## config.mk

```make
export PLATFORM = sky130hd
export DESIGN_NAME = perm_revoke_seq
export DESIGN_NICKNAME = d
export VERILOG_FILES = /design/src/rtl/perm_revoke_seq.sv
export SDC_FILE = /design/constraint.sdc
export NUM_CORES = 1
export LEC_CHECK = 0
export BUFFER_PORTS_ARGS = -buffer_cell sky130_fd_sc_hd__buf_2
export CAP_MARGIN = 20
export CORE_MARGIN = 5
export CORE_UTILIZATION = 53
export DETAILED_ROUTE_END_ITERATION = 8
export PLACE_DENSITY = 0.81
export SYNTH_ARGS = -nofsm -noshare
export SYNTH_HDL_FRONTEND = slang
export SYNTH_SLANG_ARGS = --single-unit
```

## constraint.sdc

```tcl
create_clock -name clk -period 3.4 [get_ports clk]
set_input_delay 0.34 -clock clk [delete_from_list [all_inputs] [get_ports clk]]
set_output_delay 0.34 -clock clk [all_outputs]
set_load 0.02 [all_outputs]
```

## src/rtl/perm_revoke_seq.sv

```systemverilog
module perm_revoke_seq #(
  parameter int ADDR_W   = 10,
  parameter int PPB_LOG2 = 3,
  parameter int TMO_W    = 12,
  localparam int PAGE_W  = ADDR_W + PPB_LOG2,
  localparam int DW      = 2 << PPB_LOG2
) (
  input  logic              clk,
  input  logic              rst_n,
  input  logic              cmd_valid,
  input  logic              cmd_op,
  input  logic [PAGE_W-1:0] cmd_page,
  input  logic [1:0]        cmd_keep,
  input  logic              cmd_whole,
  input  logic [ADDR_W-1:0] cfg_base,
  input  logic [ADDR_W:0]   cfg_bound,
  input  logic [TMO_W-1:0]  cfg_timeout,
  output logic              busy,
  output logic              timeout_flag,
  output logic              flush_req,
  output logic              flush_all,
  output logic [PAGE_W-1:0] flush_page,
  input  logic              flush_done,
  output logic              tbl_rd_en,
  output logic [ADDR_W-1:0] tbl_rd_addr,
  input  logic [DW-1:0]     tbl_rd_data,
  output logic              tbl_wr_en,
  output logic [ADDR_W-1:0] tbl_wr_addr,
  output logic [DW-1:0]     tbl_wr_data,
  output logic              pc_upd_valid,
  output logic [PAGE_W-1:0] pc_upd_page,
  output logic [1:0]        pc_upd_perm,
  output logic              pc_inv_all,
  output logic              tlb_inv_all
);

  typedef enum logic [2:0] {
    S_IDLE, S_RD, S_EVAL, S_FLUSH, S_INV, S_ZERO, S_UPD
  } state_t;

  state_t              state;
  logic                op_q, whole_q, timeout_q;
  logic [PAGE_W-1:0]   page_q;
  logic [1:0]          keep_q;
  logic [DW-1:0]       word_q;
  logic [TMO_W-1:0]    tmo_cnt;
  logic [ADDR_W:0]     zcnt;

  logic [PPB_LOG2-1:0] sidx;
  logic [PPB_LOG2:0]   sbit;
  logic [1:0]          rd_slot, cur_slot, new_slot;
  logic                accept;

  assign sidx     = page_q[PPB_LOG2-1:0];
  assign sbit     = {sidx, 1'b0};
  assign rd_slot  = tbl_rd_data[sbit +: 2];
  assign cur_slot = word_q[sbit +: 2];
  assign new_slot = cur_slot & keep_q;
  assign accept   = cmd_valid && (state == S_IDLE);

  assign busy         = (state != S_IDLE);
  assign timeout_flag = timeout_q;
  assign flush_req    = (state == S_FLUSH);
  assign flush_all    = op_q | whole_q;
  assign flush_page   = page_q;
  assign tbl_rd_en    = (state == S_RD);
  assign tbl_rd_addr  = cfg_base + page_q[PAGE_W-1:PPB_LOG2];
  assign tbl_wr_en    = (state == S_UPD) || (state == S_ZERO);
  assign tbl_wr_addr  = (state == S_ZERO) ? cfg_base + zcnt[ADDR_W-1:0] : tbl_rd_addr;
  assign tbl_wr_data  = (state == S_ZERO) ? '0 :
                        ((word_q & ~(DW'(2'b11) << sbit)) | (DW'(new_slot) << sbit));
  assign pc_upd_valid = (state == S_UPD);
  assign pc_upd_page  = page_q;
  assign pc_upd_perm  = new_slot;
  assign pc_inv_all   = (state == S_INV);
  assign tlb_inv_all  = (state == S_INV);

  always_ff @(posedge clk or negedge rst_n) begin
    if (!rst_n) begin
      state     <= S_IDLE;
      op_q      <= 1'b0;
      whole_q   <= 1'b0;
      timeout_q <= 1'b0;
      page_q    <= '0;
      keep_q    <= '0;
      word_q    <= '0;
      tmo_cnt   <= '0;
      zcnt      <= '0;
    end else begin
      case (state)
        S_IDLE: if (accept) begin
          op_q      <= cmd_op;
          whole_q   <= cmd_whole;
          page_q    <= cmd_page;
          keep_q    <= cmd_keep;
          timeout_q <= 1'b0;
          tmo_cnt   <= '0;
          state     <= cmd_op ? S_FLUSH : S_RD;
        end
        S_RD: state <= S_EVAL;
        S_EVAL: begin
          word_q <= tbl_rd_data;
          if ((rd_slot & ~keep_q) == 2'b00) state <= S_IDLE;
          else if (rd_slot[1])              state <= S_FLUSH;
          else                              state <= S_UPD;
        end
        S_FLUSH: begin
          if (flush_done || tmo_cnt == cfg_timeout) begin
            if (!flush_done) timeout_q <= 1'b1;
            state <= (op_q || whole_q) ? S_INV : S_UPD;
          end
          tmo_cnt <= tmo_cnt + 1'b1;
        end
        S_INV: begin
          zcnt  <= '0;
          state <= (cfg_bound == '0) ? S_IDLE : S_ZERO;
        end
        S_ZERO: begin
          if (zcnt == cfg_bound - 1'b1) state <= S_IDLE;
          zcnt <= zcnt + 1'b1;
        end
        S_UPD:   state <= S_IDLE;
        default: state <= S_IDLE;
      endcase
    end
  end


  busy_after_accept_chk: assert property (@(posedge clk) disable iff (!rst_n)
    (cmd_valid && !busy) |=> busy);


  no_write_in_flush_chk: assert property (@(posedge clk) disable iff (!rst_n)
    !(flush_req && tbl_wr_en));


  flush_release_chk: assert property (@(posedge clk) disable iff (!rst_n)
    $fell(flush_req) |-> ($past(flush_done) || timeout_flag));


  timeout_origin_chk: assert property (@(posedge clk) disable iff (!rst_n)
    $rose(timeout_flag) |-> ($past(flush_req) && !$past(flush_done)));


  inv_after_flush_chk: assert property (@(posedge clk) disable iff (!rst_n)
    $rose(pc_inv_all) |-> $past(flush_req));


  upd_with_write_chk: assert property (@(posedge clk) disable iff (!rst_n)
    pc_upd_valid |-> (tbl_wr_en && tbl_wr_data != '0 || pc_upd_perm == 2'b00 || tbl_wr_en));

endmodule

```

* Yosys cells after proc, flatten, opt, wreduce, memory -nomap -nowiden
Index checks and enable logic that the tools add are counted.
** Word-level totals
- Flip-flop bits (word level) :: 60
- Bits in latches :: 0
- Memory bits (writable) :: 0
- Memory bits (read-only) :: 0
- Input port bits :: 70
- Memories :: 0
** Operators by class
- Add/subtract/negate cells :: 5
- Multipliers :: 0
- Div/mod/pow operators :: 0
- Magnitude comparators :: 0
- Equal/unequal tests :: 12
- Shifts and indexed selects :: 4
- Mux-type cells :: 18
- Bitwise logic cells :: 7
- Reduce and logical (&&, ||, !) cells :: 14
** Operators with widths (count)
- $shiftx A16 B5 Y2 :: 2
- $pmux W12 S2 :: 1
- $pmux W11 S2 :: 1
- $add A10 B10 Y10 :: 2
- $mux W3 :: 6
- $pmux W3 S6 :: 1
- $and A16 B16 Y16 :: 1
- $mux W16 :: 1
- $not A16 Y16 :: 1
- $or A16 B16 Y16 :: 1
- $shl A2 B4 Y16 :: 1
- $shl A2 B4 Y16 const A :: 1
- $add A12 B1 Y12 const B :: 1
- $eq A12 B12 Y1 :: 1
- $mux W12 :: 1
- $add A11 B1 Y11 const B :: 1
- $eq A11 B11 Y1 :: 1
- $logic_not A11 Y1 :: 1
- $sub A11 B1 Y11 const B :: 1
- $mux W10 :: 1
- $eq A3 B3 Y1 const B :: 3
- $eq A3 B2 Y1 const B :: 2
- $and A2 B2 Y2 :: 2
- $mux W2 :: 2
- other kinds (16) :: 24

* Logic depth before layout (Yosys ltp)
- Depth after elaboration :: 5
- Mapped depth :: 10

* Worst setup path before layout
Ideal clock, no wire load.
- Path type :: register to output
- Start point :: register page_q[3], in the netlist flush_page[3]
- End point :: output port tbl_wr_addr[8]
- Data arrival time :: 2.478 ns
- Data required time :: 3.060 ns
- Setup slack :: 0.582 ns
- Cell stages (with the launch flop) :: 11
- Path buffers :: 0
- Cells stage by stage :: dfrtp_1 -> ha_1 -> inv_1 -> fa_1 -> nor2b_1 -> o21ai_0 -> a21boi_0 -> o21ai_0 -> a21oi_1 -> xor2_1 -> mux2_2
** Between the ends
- Longest elaborated chain between the ends :: 2
** Ends and longest elaborated chain
- from (decl) :: RTL line 43 : logic [PAGE_W-1:0] page_q;
- from (signal assigned) :: RTL line 94 : page_q <= cmd_page;
- $add A10 B10 Y10 :: RTL line 67 : assign tbl_rd_addr = cfg_base + page_q[PAGE_W-1:PPB_LOG2];
- via tbl_rd_addr[8] :: RTL line 25 : output logic [ADDR_W-1:0] tbl_rd_addr,
- $mux W10 :: RTL line 69 : assign tbl_wr_addr = (state == S_ZERO) ? cfg_base + zcnt[ADDR_W-1:0] : tbl_rd_addr;
- to (decl) :: RTL line 28 : output logic [ADDR_W-1:0] tbl_wr_addr,
The timed path passes the listed nets, and every way through them passes these cells.

* Worst setup path in the final report
- Start point :: register zcnt[0]
- End point :: output port tbl_wr_addr[8]
** Between the ends
- Longest elaborated chain between the ends :: 2
** Ends and longest elaborated chain
- from (decl) :: RTL line 47 : logic [ADDR_W:0] zcnt;
- from (signal assigned) :: RTL line 120 : zcnt <= zcnt + 1'b1;
- $add A10 B10 Y10 :: RTL line 69
- $mux W10 :: RTL line 69
No other way between the ends.

==> metrics.md <==
| Metric | Value |
|---|---|
| Worst min path class | input port to flop |
| Core area | 0.00864 mm² |
| Critical path endpoint category | output pin |
| DR vias | 4360 |
| Worst Path Required | 3.06 ns |
| P_leak | 0.00264 µW |
| Worst IR Drop VDD | around 0.00067 V |
| Initial Util | between 50 and 60% |
| Slew margin rel. | 63.5% |
| Die area | 0.0107 mm² |
| Tmin final | 3.13 ns |
| Number of synthesized flops with an enable pin | 0 |
| Final core occ | 64.5% |
| Post-synth top area cell | dfrtp_1 |
| Nature of the critical path startpoint | flop |
| Filler cell count | between 700 and 800 |
| Top post-synthesis cells by count | dfrtp_1 (60), nand2_1 (48), o21ai_0 (41) |
| Syn Nets | 619 |
| Final net count | 744 |
| Largest net degree at the start of global routing | 26 |
| TritonCTS clock tree | yes |
| Syn Area/Cell | 8.85 µm² |
| F_max | 320 MHz |
| Worst-Margin Slew | between 0.5 and 0.6 ns |
| Sw Ratio | between 40% and 50% |
| Mean routed wirelength per cell | 16.2 µm |
| Setup violators final | 0 |
| Post-CTS setup buffers | 0 |
| Clock power share | approximately an eighth |
| I/O pin cnt | 143 |
| CTS Buffer Depth | 2 |
| Count leader, synth | dfrtp_1 |
| Worst hold slack | 0.230 ns |
| Power per Cell Area | 981 mW/mm² |
| Post-route clock skew | ~0.011 ns |
| Area occupied by multi-input gates | 0.00288 mm² |
| DRT Pass-1 Iters | 4 |
| Top_reg_cell synth | dfrtp_1 |
| DRT iter0 DRCs | 160 |
| Chip Width | 104 µm |
| CP Class | flop to output pin |
| Antenna violations before repair | 0 |
| Total wire length | 12400 µm |
| Layout cells sized above 1 | 32.6% |
| Final antenna-violating net count | 0 |
| Status | complete, no violations |
| Switch Pwr | 2720 µW |
| Number of global-route vias before repair | 4323 |
| Combinational share of power | between 60% and 70% |
| Grt ovf | 0 |
| Slew Viols, Final | 0 |
| Synth warnings | 0 |
| Async S/R FF share, synth | 100% |
| First-pass GRT wire length | 20700 µm |
| Post-Route Setup TNS | 0 ns |
| Internal cell power | between 2000 and 3000 µW |
| Area grow syn2layout | 20.0% |
| RSZ-0062 raised after global routing | false |
| Clock sink count | 60 |
| Tot GR Track Use | 22.8% |
| Clk root buf | clkbuf_8 |
| CTS clk-pin slew, worst paths | 0.07 ns |
| Seq/Total Area, Yosys | between 30% and 40% |
| Row cnt | 34 |
| Cell variety after synth | 55 |
| #FFs+latches synth | 60 |
| Post-DP Area | 0.00536 mm² |
| Die Span Y | 104 µm |
| Final hold violations | 0 |
| Post-DP HPWL | just under 10000 µm |
| RD Place Congestion | between 0.8 and 0.9 |
| Register share of total power | about a quarter |
| Gate Count Post-Synth | about 530 |
| Post-route cell area | ~0.0056 mm² |
| Drc violations | 0 |
| Top post-synthesis cells by area | dfrtp_1 (32%), mux2_2 (9.0%), ha_1 (5.9%) |
| Reg area | 0.00150 mm² |
| # diodes | 0 |
| Max FO, Critical Path | 6 |
| Final Cycle Share | 92.0% |
| DP Worst Slack | approximately 0.56 ns |
| TritonCTS Buffers | 9 |
| Critical Path AT | 2.79 ns |
| Clock Latency Late Sink | 0.34 ns |
| Fin worst setup slack | 0.272 ns |
| Mean number of vias per cell | 5.72 |
| H-tree depth | 3 |
| PortBufs | about 140 |
| Post-Syn Area | between 0.004 and 0.005 mm² |
| Top cell type's share of synthesized area | 32.3% |
| MaxCap Viol Count | 0 |
layout by cell type (no fill, tap or decap), types with 2 or more instances in the layout:
master / netlist / routed
o21ai_0: 41 / 41
xor2_1: 15 / 15
nor2b_1: 6 / 6
clkinv_2: 0 / 2
buf_2: 0 / 142
inv_1: 21 / 21
or4_1: 5 / 5
nor2_1: 35 / 34
ha_1: 22 / 22
clkbuf_8: 0 / 9
mux4_2: 4 / 4
o22ai_1: 3 / 3
and3_1: 10 / 10
fa_1: 2 / 2
dfrtp_1: 60 / 60
o21a_1: 4 / 4
bufinv_16: 0 / 2
nand2_1: 48 / 48
nand3_1: 22 / 22
mux2_2: 37 / 37
nor4_1: 2 / 2
o21bai_1: 3 / 3
buf_4: 14 / 7
nand4_1: 7 / 7
nand3b_1: 3 / 3
a31oi_1: 7 / 7
and2_1: 2 / 2
a21oi_1: 30 / 30
or3_1: 4 / 4
a2111oi_0: 2 / 2
or2_2: 5 / 5
a21o_1: 4 / 4
a22o_1: 2 / 2
a211oi_1: 6 / 6
nand2b_1: 3 / 3
o31ai_1: 3 / 3
mux2i_1: 18 / 18
nor3_1: 12 / 12
xnor2_1: 23 / 23
registers in the layout, summed over array words and instances (netlist names):
register and flops:
flush_page 13, whole_q 1, word_q 16, tmo_cnt 12, state 3, op_q 1
timeout_flag 1, zcnt 11, keep_q 2
kinds of logic after synthesis:
logic type               share of synthesized area, %
flip-flops                                       32.3
AO/OA/AOI/OAI                                    15.4
adder cells (fa/ha/maj)                          6.79
buffers and inverters                            5.82
multiplexers                                     14.8
XOR/XNOR                                         7.17
AND/OR/NAND/NOR                                  17.7
cell type report:
class | count | share of cell area, %
Clock buffer | 10 | 2.29
Clock inverter | 5 | 1.39
Inverter | 22 | 1.48
Multi-Input combinational cell | 407 | 51.6
Sequential cell | 60 | 26.9
Tap cell | 108 | 2.42
Timing Repair Buffer | 150 | 13.9
final timing paths:
kind	from	slack (ns)	end	cells after the start
worst min register to register	timeout_flag	0.50	timeout_flag	1
max in group asynchronous	rst_n	2.33	flush_page[2]	3
worst max-delay path	zcnt[0]	0.27	tbl_wr_addr[8]	11
worst min-delay path	cmd_page[8]	0.23	flush_page[8]	2
worst max register to register	zcnt[9]	0.82	state[2]	7
min in group asynchronous	rst_n	0.42	tmo_cnt[4]	2
per-layer routing:
metal	track usage, %	part of all wire, %
met5	0	0
met4	5.62	1.3
met1	29.8	43
met2	38.0	50
met3	5.41	6.5
critical path, stage by stage (launching register included):
cell and delay (ns):
dfrtp_1 0.47, ha_1 0.24, inv_1 0.06, fa_1 0.40, nor2b_1 0.13, o21ai_0 0.11, a21oi_1 0.22, o21ai_0 0.12
a21oi_1 0.19, xor2_1 0.08, mux2_2 0.27, buf_2 0.16
per-stage QoR:
stage,instances,power [µW]
floorplan,525,3800
global placement,746,4680
detailed placement,746,4770
CTS,762,5490
global route,762,5870
finish,762,5470
what timing repair did:
action	in CTS	in global routing
hold endpoints to repair	12	0
resized for setup	0	0
hold buffers	1	0
power groups by stage:
stage          Sequential (µW)  Combinational (µW)  Clock (µW)
6_report                  1320                3460         693
5_1_grt                   1360                3770         742
4_1_cts                   1310                3470         706
3_5_place_dp              1320                3460           0
3_3_place_gp              1300                3390           0
2_1_floorplan             1270                2530           0
Power figures use the tool's default switching activity.
